File: src/rtl/wk_pkg.sv
package wk_pkg;
    typedef enum logic {
        ST_IDLE = 1'b0,
        ST_SEND = 1'b1
    } wk_state_e;

    typedef struct packed {
        logic wake_en;
        logic wake_val;
        logic par_en;
        logic par_odd;
        logic two_stop;
    } wk_cfg_t;
endpackage

File: src/rtl/wk_frame_pack.sv
module wk_frame_pack
    import wk_pkg::*;
#(
    parameter int DATA_W = 8,
    localparam int FRAME_MAX = DATA_W + 5,
    localparam int LEN_W = $clog2(FRAME_MAX + 1)
) (
    input  logic [DATA_W-1:0]    data,
    input  wk_cfg_t              cfg,
    output logic [FRAME_MAX-1:0] frame,
    output logic [LEN_W-1:0]     frame_len
);
    logic par_bit;
    int   pos;

    assign par_bit = (^data) ^ cfg.par_odd;

    always_comb begin
        frame    = '1;
        frame[0] = 1'b0;
        for (int i = 0; i < DATA_W; i++) begin
            frame[i+1] = data[i];
        end
        pos = DATA_W + 1;
        if (cfg.wake_en) begin
            frame[pos] = cfg.wake_val;
            pos = pos + 1;
        end
        if (cfg.par_en) begin
            frame[pos] = par_bit;
        end
        frame_len = LEN_W'(DATA_W + 2) + LEN_W'(cfg.wake_en) + LEN_W'(cfg.par_en)
                  + LEN_W'(cfg.two_stop);
    end
endmodule

File: src/rtl/wk_bit_timer.sv
module wk_bit_timer #(
    parameter int TICKS_PER_BIT = 16,
    localparam int CNT_W = (TICKS_PER_BIT > 1) ? $clog2(TICKS_PER_BIT) : 1
) (
    input  logic clk,
    input  logic rst_n,
    input  logic run,
    input  logic tick,
    output logic bit_end
);
    logic [CNT_W-1:0] cnt_d, cnt_q;

    assign bit_end = run && tick && (cnt_q == CNT_W'(TICKS_PER_BIT - 1));

    always_comb begin
        cnt_d = cnt_q;
        if (!run) begin
            cnt_d = '0;
        end else if (tick) begin
            cnt_d = bit_end ? '0 : cnt_q + 1'b1;
        end
    end

    always_ff @(posedge clk or negedge rst_n) begin
        if (!rst_n) begin
            cnt_q <= '0;
        end else begin
            cnt_q <= cnt_d;
        end
    end
endmodule

File: src/rtl/wk_async_tx.sv
module wk_async_tx
    import wk_pkg::*;
#(
    parameter int DATA_W = 8,
    parameter int TICKS_PER_BIT = 16
) (
    input  logic              clk,
    input  logic              rst_n,
    input  logic              baud_tick,
    input  logic              cfg_wake_en,
    input  logic              cfg_wake_val,
    input  logic              cfg_par_en,
    input  logic              cfg_par_odd,
    input  logic              cfg_two_stop,
    input  logic              cts_n,
    input  logic              in_valid,
    input  logic [DATA_W-1:0] in_data,
    output logic              in_ready,
    output logic              tx_line
);
    localparam int FRAME_MAX = DATA_W + 5;
    localparam int LEN_W = $clog2(FRAME_MAX + 1);

    typedef struct packed {
        wk_state_e            state;
        logic [FRAME_MAX-1:0] shift;
        logic [LEN_W-1:0]     left;
    } tx_regs_t;

    tx_regs_t             r_d, r_q;
    wk_cfg_t              cfg_in;
    logic [FRAME_MAX-1:0] frame_vec;
    logic [LEN_W-1:0]     frame_len;
    logic                 bit_end;
    logic                 accept;

    assign cfg_in = '{wake_en: cfg_wake_en, wake_val: cfg_wake_val, par_en: cfg_par_en,
                      par_odd: cfg_par_odd, two_stop: cfg_two_stop};

    wk_frame_pack #(.DATA_W(DATA_W)) i_pack (
        .data      (in_data),
        .cfg       (cfg_in),
        .frame     (frame_vec),
        .frame_len (frame_len)
    );

    wk_bit_timer #(.TICKS_PER_BIT(TICKS_PER_BIT)) i_timer (
        .clk     (clk),
        .rst_n   (rst_n),
        .run     (r_q.state == ST_SEND),
        .tick    (baud_tick),
        .bit_end (bit_end)
    );

    assign in_ready = (r_q.state == ST_IDLE) && !cts_n;
    assign accept   = in_valid && in_ready;
    assign tx_line  = (r_q.state == ST_SEND) ? r_q.shift[0] : 1'b1;

    always_comb begin
        r_d = r_q;
        unique case (r_q.state)
            ST_IDLE: begin
                if (accept) begin
                    r_d.state = ST_SEND;
                    r_d.shift = frame_vec;
                    r_d.left  = frame_len;
                end
            end
            ST_SEND: begin
                if (bit_end) begin
                    r_d.shift = {1'b1, r_q.shift[FRAME_MAX-1:1]};
                    r_d.left  = r_q.left - 1'b1;
                    if (r_q.left == LEN_W'(1)) begin
                        r_d.state = ST_IDLE;
                    end
                end
            end
            default: r_d.state = ST_IDLE;
        endcase
    end

    always_ff @(posedge clk or negedge rst_n) begin
        if (!rst_n) begin
            r_q.state <= ST_IDLE;
            r_q.shift <= '1;
            r_q.left  <= '0;
        end else begin
            r_q <= r_d;
        end
    end
endmodule

File: config.mk
export PLATFORM = sky130hd
export DESIGN_NAME = wk_async_tx
export DESIGN_NICKNAME = d
export VERILOG_FILES = /design/src/rtl/wk_pkg.sv /design/src/rtl/wk_frame_pack.sv /design/src/rtl/wk_bit_timer.sv /design/src/rtl/wk_async_tx.sv
export SDC_FILE = /design/constraint.sdc
export NUM_CORES = 1
export LEC_CHECK = 0
export BUFFER_PORTS_ARGS = -buffer_cell sky130_fd_sc_hd__buf_2
export CORE_MARGIN = 2
export CORE_UTILIZATION = 55
export CTS_CLUSTER_SIZE = 30
export DETAILED_ROUTE_END_ITERATION = 6
export GPL_ROUTABILITY_DRIVEN = 0
export PLACE_DENSITY = 0.77
export SYNTH_ARGS = -nofsm -noshare
export SYNTH_HDL_FRONTEND = slang
export SYNTH_HIERARCHICAL = 1
export SYNTH_SLANG_ARGS = --single-unit
File: constraint.sdc
create_clock -name clk -period 2.2 [get_ports clk]
set_clock_uncertainty 0.1 [all_clocks]
set_input_delay 0 -clock clk [delete_from_list [all_inputs] [get_ports clk]]
set_output_delay 0 -clock clk [all_outputs]
set_load 0.02 [all_outputs]
======== Yosys cells after proc, flatten, opt, wreduce, memory -nomap -nowiden ========
Cells that the tools add are included.
storage, ports and cells
  output and inout bits ................... 2
  input port bits ......................... 18
  register bits ........................... 22
  word-level logic and storage cells ...... 40
cells by class
  bitwise gates (word level) .............. 2
  reduce and logical (&&, ||, !) cells .... 8
  add/sub/neg operators ................... 5
  muxes and demuxes ....................... 14
  magnitude comparators ................... 2
  eq/ne operators ......................... 5
operators with widths
  kind                                                                count
  two-way mux 18 bit                                                  2
  case mux 18 bit (2 select lines)                                    1
  bitwise mux 13 bit                                                  1
  two-way mux 13 bit                                                  1
  two-way mux 4 bit                                                   3
  adder 4 x 1 -> 4 bit                                                2
  parity 8 bit                                                        1
  logical AND 1 bit                                                   5
  < comparator 4 x 5 -> 1 bit (second input constant)                 1
  adder 4 x 1 -> 4 bit (first input constant)                         1
  adder 4 x 1 -> 4 bit (second input constant)                        1
  demux 1 bit (select 4 bit)                                          1
  == test 4 x 1 -> 1 bit (second input constant)                      1
  == test 4 bit (second input constant)                               1
  greater-or-equal comparator 4 x 1 -> 1 bit (second input constant)  1
  two-way mux 1 bit                                                   4
  inequality test 2 bit (second input constant)                       2
  subtractor 4 x 1 -> 4 bit (second input constant)                   1
  two-way mux 2 bit                                                   1
  inequality test 2 x 1 -> 1 bit (second input constant)              1
  AND reduction 2 bit                                                 1
  logical NOT 1 bit                                                   1
  NOT 1 bit                                                           1
  XOR 1 bit                                                           1

======== Longest topological paths before layout ========
  depth in word-level cells ............... 9
  mapped depth ............................ 7

======== Modules after synthesis ========
The synthesis kept the hierarchy.
modules (own cells, without submodules)
  module         sequential area each (um^2)  area an instance (um^2)  times used  cells each
  wk_async_tx    466.7                        877.1                    1           75
  wk_frame_pack  0.0                          226.5                    1           30
  wk_bit_timer   100.1                        216.5                    1           22

======== Worst setup path before layout ========
OpenSTA, ideal clock, no wires.
  path type ............................... register to register
  start point ............................. register i_timer.cnt_q[0]
  end point ............................... register r_q[3] (netlist name)
  setup slack ............................. 0.455 ns
  stages on the path, launching flop included .. 7
  data arrival time ....................... 1.519 ns
  path buffers ............................ 0
  data required time ...................... 1.974 ns
  period minus slack after synthesis ...... 1.745 ns
  setup time .............................. 0.126 ns
  cell sequence ........................... dfrtp_1 ha_1 nand3_1 nor2_1 nand2_1 mux2i_1 a221o_1
on the way
  longest elaborated chain between the ends .. 4
ends and longest elaborated chain
  what                                             line                text
  from (decl)                                      wk_bit_timer.sv:11  logic [CNT_W-1:0] cnt_d, cnt_q;
  from (signal assigned)                           wk_bit_timer.sv:28  cnt_q <= cnt_d;
  == test 4 bit                                    wk_bit_timer.sv:13  assign bit_end = run && tick && (cnt_q == CNT_W'(TICKS_PER_BIT - 1));
  logical AND 1 bit                                wk_bit_timer.sv:13
  named net bit_end                                wk_async_tx.sv:34   logic bit_end;
  inequality test 2 x 1 -> 1 bit (no source line)  -
  AND reduction 2 bit (no source line)             -
  to (signal assigned)                             wk_async_tx.sv:88   r_q <= r_d;
  to (decl)                                        wk_async_tx.sv:30   tx_regs_t r_d, r_q;
The timed path passes the listed nets, and every way through them passes these cells.
A chain may end at the register's enable or synchronous reset.

======== Worst setup path in the final report ========
  start point ............................. register i_timer.cnt_q[0]
  end point ............................... register r_q[14] (netlist name)
Same word-level chain as after synthesis.

==> impl_metrics.yaml <==
run_status:
  status: "complete, no violations"
final_layout:
  layout-drive-gt1-share_pct: 28.9
  finalNetCount: 175
  area_growth_pct: 17.6
  layout_commonest_cell: "buf_2"
  regArea_um2: 567
  fillers: 166
  layout_common_cells: "buf_2 (19), a221o_1 (15), dlygate4sd3_1 (13), dfstp_2 (13), and3_1 (12)"
  n_antenna_cell: 0
  multi_input_comb_area_um2: 609
  final_cell_area_um2: 1550
  fin_cells: 180
power_and_ir_drop:
  powerDensity_nw_per_um2: 1010
  p_leak_nw: 0.748
  ir_drop_v: 0.000752
  p_total_mw: 1.56
placed_design:
  dp_hpwl_mm: 1.72
  pre_cts_ws_ns: 0.336
  dpl_cell_area_um2: 1370
  portBuffers: 19
  placed_cells: 163
sta:
  max_freq_ghz: 0.530
  slew_viol_final: 0
  finalSetupViolCount: 0
  min_period_ns: 1.89
  relSlewSlack_pct: 53.4
  fin_ws_ns: 0.312
  worst_pin_slew_ns: 0.699
  hold_viol: 0
  finalCritPeriodShare_pct: 85.8
  tns_ns: 0
  rsz0062_at_grt: "no"
global_routing:
  grt_max_degree: 23
  grt_usage_pct: 24.3
  grt_pass1_vias: 1039
  grt-ovfl-total: 0
  grt_pass1_wl_mm: 4.78
  antenna_found_initial: 0
logic_synthesis:
  synth_top_family_by_area: "compound AO/OA/AOI/OAI gates"
  muxShareOfSynthArea_pct: 2.27
  synth-simple-area-share_pct: 15.4
  synth.avg_cell_area_um2: 10.4
  synthesis.area_um2: 1320
  ys_types: 33
  yosysSeqAreaShare_pct: 42.9
  synthAdderAreaFrac_pct: 4.36
  synth_compound_area_share_pct: 16.0
  synth_warnings: 6
  postSynthCellCount: 127
  yosys_register_bits: 22
  synth_xor_area_share_pct: 7.01
cts:
  clk_path_buf_depth: 2
  clkTransAtPathRegs_ns: 0.12
  clkSinkCount: 22
  numCtsBuffers: 3
  htreeDepth: 1
  root_buffer: "clkbuf_4"
  clock_latency_ns: 0.32
  tritoncts: "done"
run:
  cap_violations: 0
worst_hold_path:
  hp-class: "in2reg"
  worstHoldStart: "cts_n"
  hold_depth: 5
  holdPathEnd: "r_q[16]"
floorplan:
  die_w_um: 53.0
  die_h_um: 53.0
  core-area_um2: 2230
  fp-row-count: 17
  start_util_pct: 59.1
  die_area_um2: 2810
  ios: 20
setup_path:
  path_max_fanout: 14
  critPathSlowestCell: "a21oi_2"
  worstReg2RegStart: "i_timer/cnt_q[0]"
  worstPathArrival_ns: 2.05
  crit_chain: "ha_1 > nand3_1 > nor2_1 > a21oi_2 > a221o_1"
  cp-end-kind: "flop"
  reg2reg_setup_slack_ns: 0.31
  r2r_cells: 5
  cp.required_ns: 2.36
  criticalPathCategory: "reg2reg"
  critical-path-max-stage-delay_ns: 0.58
  worst_setup_path_start_kind: "flop"
  r2r-end: "r_q[14]"
detailed_routing:
  drt_iter0_markers: 17
  ant_nets: 0
  post_drt_wl_per_cell_um: 14.4
  drc: 0
  routed_wl_mm: 2.60
  viasPerCell: 5.59
  num_vias: 1007
  first_pass_iters: 4
[how the worst max path moves through the flow]
stage                                start  slack (ns)      end
after floorplan           i_timer/cnt_q[0]        0.45   r_q[3]
after global placement    i_timer/cnt_q[0]        0.41   r_q[5]
after detailed placement  i_timer/cnt_q[0]        0.34   r_q[3]
after CTS                 i_timer/cnt_q[0]        0.32  r_q[14]
after global routing      i_timer/cnt_q[0]        0.11   r_q[3]
final                     i_timer/cnt_q[0]        0.31  r_q[14]
[cells in the mapped netlist]
| master | number | area share [%] |
|---|---|---|
| nand2b_1 | 1 | 0.47 |
| and3_1 | 12 | 5.7 |
| a221o_1 | 15 | 11 |
| xnor3_1 | 1 | 1.7 |
| clkbuf_1 | 1 | 0.28 |
| nor3b_2 | 1 | 0.95 |
| mux2i_1 | 3 | 2.3 |
| ha_1 | 3 | 2.8 |
| nor3_1 | 1 | 0.38 |
| nor2_1 | 6 | 1.7 |
| nand2_2 | 1 | 0.47 |
| and2_1 | 1 | 0.47 |
| a31oi_1 | 2 | 0.95 |
| o21ai_0 | 3 | 1.1 |
| a21oi_1 | 2 | 0.76 |
| nor3b_1 | 1 | 0.57 |
| buf_2 | 4 | 1.5 |
| nand2_1 | 6 | 1.7 |
| buf_6 | 1 | 0.85 |
| or3_1 | 1 | 0.47 |
| xor2_1 | 3 | 2.0 |
| a21oi_2 | 1 | 0.66 |
| nor2b_1 | 2 | 0.95 |
| dfstp_2 | 13 | 26 |
| a21o_1 | 1 | 0.57 |
| buf_4 | 12 | 6.8 |
| fa_1 | 1 | 1.5 |
| xnor2_1 | 5 | 3.3 |
| nand3_1 | 4 | 1.5 |
| conb_1 | 2 | 0.57 |
| dfrtp_1 | 9 | 17 |
| a21boi_1 | 1 | 0.57 |
| inv_1 | 7 | 2.0 |
[area by class of cell]
cell class	instances	share of cell area, %
multi-input cells	82	39.2
flip-flops and latches	22	36.5
repair buffers	37	16.9
well taps	28	2.26
clock inverters	1	1.93
inverters	7	1.69
clock buffers	3	1.45
[flip-flops by register name (all words and copies together), names as in the netlist]
register	flops
i_timer/cnt_q	4
r_q	18
[worst max-delay path, delay by kind of cell, from the launching register on]
kind,cells,cell delay (ns)
AO/OA/AOI/OAI,2,0.85
flip-flops,1,0.44
adder cells (fa/ha/maj),1,0.25
AND/OR/NAND/NOR,2,0.18
[metrics by stage]
stage / hold WS (ns) / util [%]
floorplan: -0.396 / -
global placement: -0.115 / 61.3
detailed placement: -0.105 / 61.3
CTS: 0.0357 / 69.5
global route: 0.0817 / 69.5
finish: 0.0381 / 69.5
[kinds of logic (layout without fill, tap and decap cells)]
logic type / count (synthesis) / count (layout)
other cells: 2 / 4
simple gates: 37 / 37
flops: 22 / 22
buf+inv: 25 / 48
mux: 3 / 3
xor+xnor: 9 / 9
compound gates: 25 / 25
fa+ha+maj: 4 / 4
[report_power, final]
group	internal, mW	switching, mW	total, mW
sequential	0.660	0.131	0.792
clock	0.184	0.128	0.312
combinational	0.259	0.200	0.459
total	1.10	0.459	1.56
[routing by layer]
metal / GRT usage [%] / vias up / share of wire (%)
met5: 0 / - / 0
met4: 8.97 / 0 / 1.5
met3: 5.08 / 4 / 4.8
met2: 39.6 / 30 / 48
met1: 31.7 / 486 / 45
li1: - / 487 / -
[timing repair]
action,in CTS,in global routing
endpoints found under the hold margin,35,0
hold buffers,13,0
resized for setup,0,0
buffers inserted,0,0
(Power assumes the default switching activity.)
